## src/rtl/dtmf_steer_pkg.sv

```systemverilog
package dtmf_steer_pkg;

    localparam int CODE_W  = 4;
    localparam int GUARD_W = 8;

    typedef logic [CODE_W-1:0]  tone_code_t;
    typedef logic [GUARD_W-1:0] guard_lvl_t;

    typedef struct packed {
        guard_lvl_t lvl;
        logic       steer;
    } guard_state_t;

    // One step of the clamped up/down guard counter.
    function automatic guard_lvl_t guard_step(input guard_lvl_t lvl,
                                              input logic       charge,
                                              input guard_lvl_t top);
        guard_lvl_t r;
        if (charge) begin
            r = (lvl >= top) ? top : lvl + guard_lvl_t'(1);
        end else begin
            r = (lvl == '0) ? '0 : lvl - guard_lvl_t'(1);
        end
        return r;
    endfunction

endpackage

```

## src/rtl/dtmf_early_qual.sv

```systemverilog
module dtmf_early_qual
    import dtmf_steer_pkg::*;
(
    input  logic tone_valid,
    input  logic inhibit,
    input  logic pdn,
    output logic early
);
    assign early = tone_valid & ~inhibit & ~pdn;
endmodule

```

## src/rtl/dtmf_guard_cnt.sv

```systemverilog
module dtmf_guard_cnt
    import dtmf_steer_pkg::*;
#(
    parameter int ACQ_LVL = 8,
    parameter int REL_LVL = 3
) (
    input  logic clk,
    input  logic rst,
    input  logic pdn,
    input  logic charge,
    output logic steer,
    output logic load
);
    localparam guard_lvl_t TOP = guard_lvl_t'(ACQ_LVL);
    localparam guard_lvl_t REL = guard_lvl_t'(REL_LVL);

    guard_state_t st_q;
    guard_state_t st_d;
    guard_lvl_t   nxt;

    always_comb begin
        nxt        = guard_step(st_q.lvl, charge, TOP);
        st_d.lvl   = nxt;
        st_d.steer = st_q.steer;
        load       = 1'b0;
        if (!st_q.steer && (nxt == TOP)) begin
            st_d.steer = 1'b1;
            load       = 1'b1;
        end else if (st_q.steer && (nxt < REL)) begin
            st_d.steer = 1'b0;
        end
        if (pdn) begin
            st_d = '0;
            load = 1'b0;
        end
    end

    always_ff @(posedge clk) begin
        if (rst) begin
            st_q <= '0;
        end else begin
            st_q <= st_d;
        end
    end

    assign steer = st_q.steer;
endmodule

```

## src/rtl/dtmf_code_hold.sv

```systemverilog
module dtmf_code_hold
    import dtmf_steer_pkg::*;
(
    input  logic       clk,
    input  logic       rst,
    input  logic       load,
    input  tone_code_t code_in,
    output tone_code_t code_q
);
    always_ff @(posedge clk) begin
        if (rst) begin
            code_q <= '0;
        end else if (load) begin
            code_q <= code_in;
        end
    end
endmodule

```

## src/rtl/dtmf_steer.sv

```systemverilog
module dtmf_steer
    import dtmf_steer_pkg::*;
#(
    parameter int ACQ_LVL = 8,
    parameter int REL_LVL = 3
) (
    input  logic       clk,
    input  logic       rst,
    input  logic       pdn,
    input  logic       inhibit,
    input  logic       oe,
    input  logic       tone_valid,
    input  logic [3:0] tone_code,
    output logic       early_det,
    output logic       steer_dly,
    output logic [3:0] code_out,
    output logic       code_oe
);
    logic       early;
    logic       load;
    tone_code_t held;

    dtmf_early_qual u_qual (
        .tone_valid (tone_valid),
        .inhibit    (inhibit),
        .pdn        (pdn),
        .early      (early)
    );

    dtmf_guard_cnt #(
        .ACQ_LVL (ACQ_LVL),
        .REL_LVL (REL_LVL)
    ) u_guard (
        .clk    (clk),
        .rst    (rst),
        .pdn    (pdn),
        .charge (early),
        .steer  (steer_dly),
        .load   (load)
    );

    dtmf_code_hold u_hold (
        .clk     (clk),
        .rst     (rst),
        .load    (load),
        .code_in (tone_code),
        .code_q  (held)
    );

    assign early_det = early;
    assign code_out  = held;
    assign code_oe   = oe;
endmodule

```

## config.mk

```make
export PLATFORM = sky130hd
export DESIGN_NAME = dtmf_steer
export DESIGN_NICKNAME = d
export VERILOG_FILES = /design/src/rtl/dtmf_steer_pkg.sv /design/src/rtl/dtmf_early_qual.sv /design/src/rtl/dtmf_guard_cnt.sv /design/src/rtl/dtmf_code_hold.sv /design/src/rtl/dtmf_steer.sv
export SDC_FILE = /design/constraint.sdc
export NUM_CORES = 1
export LEC_CHECK = 0
export BUFFER_PORTS_ARGS = -buffer_cell sky130_fd_sc_hd__buf_4
export CAP_MARGIN = 20
export CELL_PAD_IN_SITES_DETAIL_PLACEMENT = 1
export CELL_PAD_IN_SITES_GLOBAL_PLACEMENT = 1
export CORE_MARGIN = 2
export CORE_UTILIZATION = 31
export CTS_BUF_LIST = sky130_fd_sc_hd__clkbuf_8
export DETAILED_ROUTE_END_ITERATION = 6
export GPL_TIMING_DRIVEN = 0
export MAX_ROUTING_LAYER = met4
export PLACE_DENSITY = 0.62
export SLEW_MARGIN = 20
export SYNTH_ARGS = -nofsm -noshare
export SYNTH_HDL_FRONTEND = slang
export SYNTH_SLANG_ARGS = --single-unit
```

## constraint.sdc

```tcl
create_clock -name clk -period 2.88 [get_ports clk]
set_clock_uncertainty 0.1 [all_clocks]
set_input_delay 0.576 -clock clk [delete_from_list [all_inputs] [get_ports clk]]
set_output_delay 0.576 -clock clk [all_outputs]
set_load 0.01 [all_outputs]
```

==> Yosys cells after proc, flatten, opt, wreduce, memory -nomap -nowiden <==
Index checks and enable logic that the tools add are counted.
{ "totals": {"reg_bits": 13, "input_bits": 10} }
{ "op_classes": {"eq_ne": 1, "reduce_logical": 6, "order_cmp": 2, "bitwise": 4, "mux": 7, "add_sub_neg": 2} }
{ "op_table": {"columns": ["cell", "count"], "rows": [
  ["8-bit two-way mux", 3],
  ["8-bit by 1-bit adder with 8-bit output (second input constant)", 1],
  ["8-bit by 4-bit == test with 1-bit output (second input constant)", 1],
  ["8-bit by 4-bit >= comparator with 1-bit output (second input constant)", 1],
  ["8-bit logical NOT", 1],
  ["8-bit by 2-bit less-than comparator with 1-bit output (second input constant)", 1],
  ["8-bit by 1-bit subtractor with 8-bit output (second input constant)", 1],
  ["1-bit two-way mux", 4],
  ["1-bit AND", 2],
  ["1-bit logical AND", 2],
  ["1-bit inverter", 2],
  ["2-bit nonzero test", 1],
  ["2-bit OR reduction", 1],
  ["1-bit logical NOT", 1]
]} }

==> Longest topological paths before layout <==
{ "logic_depth": {"depth_word": 8, "ltp_mapped": 8} }

==> Modules after synthesis <==
Synthesis repeated with hierarchy kept, for this count alone.
{ "unflattened": {"hier_cells": 101, "area_unflattened_um2": 862.1} }
{ "by_module_without_submodules": {"columns": ["mod", "instances", "seq_area_each_um2", "area_each_um2", "cells_per_inst"], "rows": [
  ["dtmf_guard_cnt", 1, 180.2, 701.9, 86],
  ["dtmf_code_hold", 1, 80.1, 140.1, 13],
  ["dtmf_early_qual", 1, 0.0, 12.5, 1],
  ["dtmf_steer", 1, 0.0, 7.5, 1]
]} }

==> Least setup slack after synthesis <==
OpenSTA, ideal clock, no wires.
{ "synth_timing": {"path_type": "register to register", "from": "reg u_guard.st_q[1] (netlist name)", "to": "reg u_hold.code_q[0]", "setup_slack_ns": 0.691, "setup_ns": 0.072, "arrival_time_ns": 2.017, "path_buffers": 0, "path_stages_with_launch": 9, "period_less_slack_ns": 2.189, "path_cell_list": "dfxtp_1 > inv_1 > ha_1 > or3b_4 > nor4b_2 > a311o_2 > nand2_2 > nor4_4 > mux2i_1"} }
{ "synth_between": {"elab_chain_cells": 7, "word_cells_on_any_way": 11, "cone_classes": "add/sub: 2; order compare: 1; eq/ne: 1; mux: 5; reduce/logical: 2"} }
{ "synth_lines": {"columns": ["item", "line", "source"], "rows": [
  ["start, declared", "dtmf_guard_cnt.sv:17", "guard_state_t st_q;"],
  ["start signal, assigned", "dtmf_guard_cnt.sv:42", "st_q <= st_d;"],
  ["8-bit by 1-bit subtractor with 8-bit output, or another cell as far along", "dtmf_steer_pkg.sv:22", "r = (lvl == '0) ? '0 : lvl - guard_lvl_t'(1);"],
  ["8-bit two-way mux, on equally long branches", "dtmf_steer_pkg.sv:22, dtmf_steer_pkg.sv:20", null],
  ["8-bit two-way mux *", "dtmf_steer_pkg.sv:19", "if (charge) begin"],
  ["8-bit by 4-bit == test with 1-bit output *", "dtmf_guard_cnt.sv:26", "if (!st_q.steer && (nxt == TOP)) begin"],
  ["1-bit logical AND *", "dtmf_guard_cnt.sv:26", null],
  ["1-bit two-way mux *", "dtmf_guard_cnt.sv:26", null],
  ["1-bit two-way mux *", "dtmf_guard_cnt.sv:32", "if (pdn) begin"],
  ["end signal, assigned", "dtmf_code_hold.sv:14", "code_q <= code_in;"],
  ["end, declared", "dtmf_code_hold.sv:8", "output tone_code_t code_q"]
]} }
Every way passes the cells marked *; elsewhere a longest branch is shown, timed or not.
A chain may end at the register's enable or synchronous reset.

==> Worst setup path in the final report <==
{ "layout_timing": {"from": "reg u_guard.st_q[1] (netlist name)", "to": "reg u_hold.code_q[3]"} }
The elaborated chain is that of the path after synthesis.

==> metrics.md <==
| Metric | Value |
|---|---|
| Ys async rst share | 0% |
| EDFF count, synth | 0 |
| RePlAce Congestion | 0.7315 |
| Status | finished, final reports clean |
| Synth cell count leaders | dfxtp_1, nor2_1, or2b_2 |
| Final worst path period share | 84.94% |
| Tightest Pin Transition | 0.5116 ns |
| Hold EP | u_hold.code_q[2] |
| Max-slew violations | 0 |
| Die area | 3193 um2 |
| Syn_area_per_cell | 9.391 um2 |
| Antenna violations before repair | 0 |
| Top cell type's share of synthesized area | 30.45% |
| H-tree levels | 1 |
| Layout cell share with drive strength beyond 1 | 39.09% |
| Vias | 728 |
| Ant. Diodes | 0 |
| WL met1 | 848 um |
| Crit path required time | 2.95 ns |
| Pin count of the biggest net entering global routing | 11 |
| Min-delay worst type | flop to flop |
| Die Width | 56.51 um |
| Drt first pass iters | 3 |
| Reg-to-reg slack, setup | 0.43 ns |
| First-pass GRT wire length | 3387 um |
| Total Routing Usage GR | 13.99% |
| DR top layer | met4 |
| Worst-skew pair later-pin latency | 0.24 ns |
| Crit path kind | flop to flop |
| Cts repair resizes | 0 |
| DR WL/cell | 13.30 um |
| Post-DP HPWL | 1520 um |
| Synth Register Bits | 13 |
| Hold Violations, Final | 0 |
| CTS Sinks | 13 |
| VDD IR max | 0.0004152 V |
| Synth Flop Type | dfxtp_1 |
| Final ANT Viol Nets | 0 |
| FILL cells | 330 |
| Number of core rows | 19 |
| Setup TNS | 0 ns |
| Worst r2r path cells | 8 |
| R2R Path End | u_hold.code_q[3] |
| Setup Buffers After CTS | 0 |
| CTS clk-pin slew, worst paths | 0.06 ns |
| Hold_buf cts | 0 |
| Slew headroom | 65.63% |
| Core footprint | 2686 um2 |
| Io pins | 17 |
| Worst Hold Path Cells | 2 |
| Nets | 124 |
| Fmax | 408.8 MHz |
| Die Y | 56.51 um |
| Static Leakage | 0.4337 nW |
| Worst setup SP type | flop |
| Total grt overflow | 0 |
| Top cells by area, synth | dfxtp_1, or2b_2, nor2_1, mux2i_1, ha_1 |
| Most area-hungry cell type in the Yosys netlist | dfxtp_1 |
| Worst Min Path Start | u_hold.code_q[2] |
| Fin crit period | 2.446 ns |
| Power per cell area | 1026 nW/um2 |
| Number of vias per cell | 5.163 |
| Area growth syn-to-layout | 22.99% |
| Synth Instances | 91 |
| RSZ-0062 raised after global routing | false |
| Initial Utilization | 31.81% |
| CTS root buffer | clkbuf_8 |
| CP Max Fanout | 8 |
| CTS tree | yes |
| Util after Layout | 39.12% |
| Unique masters post-synth | 40 |
| Routed wire length | 1876 um |
| Post-synthesis sequential area ratio | 30.45% |
| WL met2 | 892 um |
| Maximum buffer depth of the clock tree | 2 |
| Total CTS buffers | 3 |
| Maxcap violations | 0 |
| Metal3 WL | 102 um |
| Syn Std Cell Area | 854.6 um2 |
| Yosys warns | 0 |
| Vias in the first global route | 736 |
| IO Port Bufs | 15 |
| CP Data Arrival Time | 2.52 ns |
| DR iter-0 viols | 6 |
| Syn_nets | 104 |
| Setup violators final | 0 |
| Crit. End Element | flop |
| Footprint of the multi-input gates | 549.3 um2 |
| Reg area | 260.3 um2 |
| DRC errors left | 0 |
| RR Startpoint | u_guard.st_q[1] |
critical path, cell delays in order, from the launching register on:
cell and delay (ns):
dfxtp_1 0.48, inv_1 0.13, ha_1 0.24, nor4b_2 0.19
a21o_1 0.22, o22a_1 0.24, o21bai_2 0.22, nor4_4 0.32
mux2i_1 0.23
per-layer routing:
layer,GRT usage [%],up-vias
met5,-,-
met4,6.122,0
met3,3.456,4
met2,21.93,18
met1,16.97,342
li1,-,364
worst max path at each step:
| stage | start | to | slack, ns | cells after the start |
|---|---|---|---|---|
| after floorplan | u_guard.st_q[1] | u_hold.code_q[0] | 0.69 | 8 |
| after global placement | pdn | u_hold.code_q[0] | 0.42 | 8 |
| after detailed placement | u_guard.st_q[1] | u_hold.code_q[3] | 0.38 | 8 |
| after global routing | u_guard.st_q[1] | u_hold.code_q[3] | 0.20 | 8 |
| after CTS | u_guard.st_q[1] | u_hold.code_q[3] | 0.37 | 8 |
| final | u_guard.st_q[1] | u_hold.code_q[3] | 0.43 | 8 |
kinds of logic after synthesis:
logic type	Yosys count	synth area share (%)
and+or+nand+nor	42	34.12
AOI/OAI and AO/OA	16	14.93
DFF	13	30.45
buffers and inverters	7	5.270
xor gates and xnor gates	6	6.149
muxes	4	4.685
adders and majority gates	3	4.393
metrics by stage:
stage,instances,hold slack [ns],power [mW],setup slack (ns),cell area [um2]
detailed placement,137,0.3680,0.9284,0.3824,1006
global route,141,0.4132,1.179,0.2036,1051
CTS,141,0.3825,1.095,0.3652,1051
floorplan,91,0.3919,0.7826,0.6912,854.6
finish,141,0.3793,1.078,0.4337,1051
global placement,137,0.3622,0.9121,0.4243,1006
layout by cell type, fill, tap and decap left out, types with 3 or more instances in the layout:
cell and count:
buf_4 16, nor2_1 13, dfxtp_1 13, or2b_2 7
nor3_1 4, xnor2_1 4, mux2i_1 4, inv_1 3
nand2b_1 3, ha_1 3, clkbuf_8 3
registers in the layout (all words and copies together) (netlist names):
| register | flops |
|---|---|
| u_guard.st_q | 8 |
| u_hold.code_q | 4 |
| u_guard.steer | 1 |
report_power, final:
part | leakage (nW) | internal (mW) | switching, mW
Combinational | 0.301 | 0.309 | 0.343
Sequential | 0.106 | 0.221 | 0.0460
Clock | 0.0269 | 0.0941 | 0.0652
Total | 0.434 | 0.625 | 0.454
cell type report:
class	instances	area share, %
multi-input cells	71	52.26
flip-flops and latches	13	24.76
repair buffers	15	10.71
clock buffers	3	3.929
well taps	31	3.690
plain buffers	4	3.214
inverters	3	1.071
clock inverters	1	0.3571
Note: power is estimated with default switching activity, not from simulation.
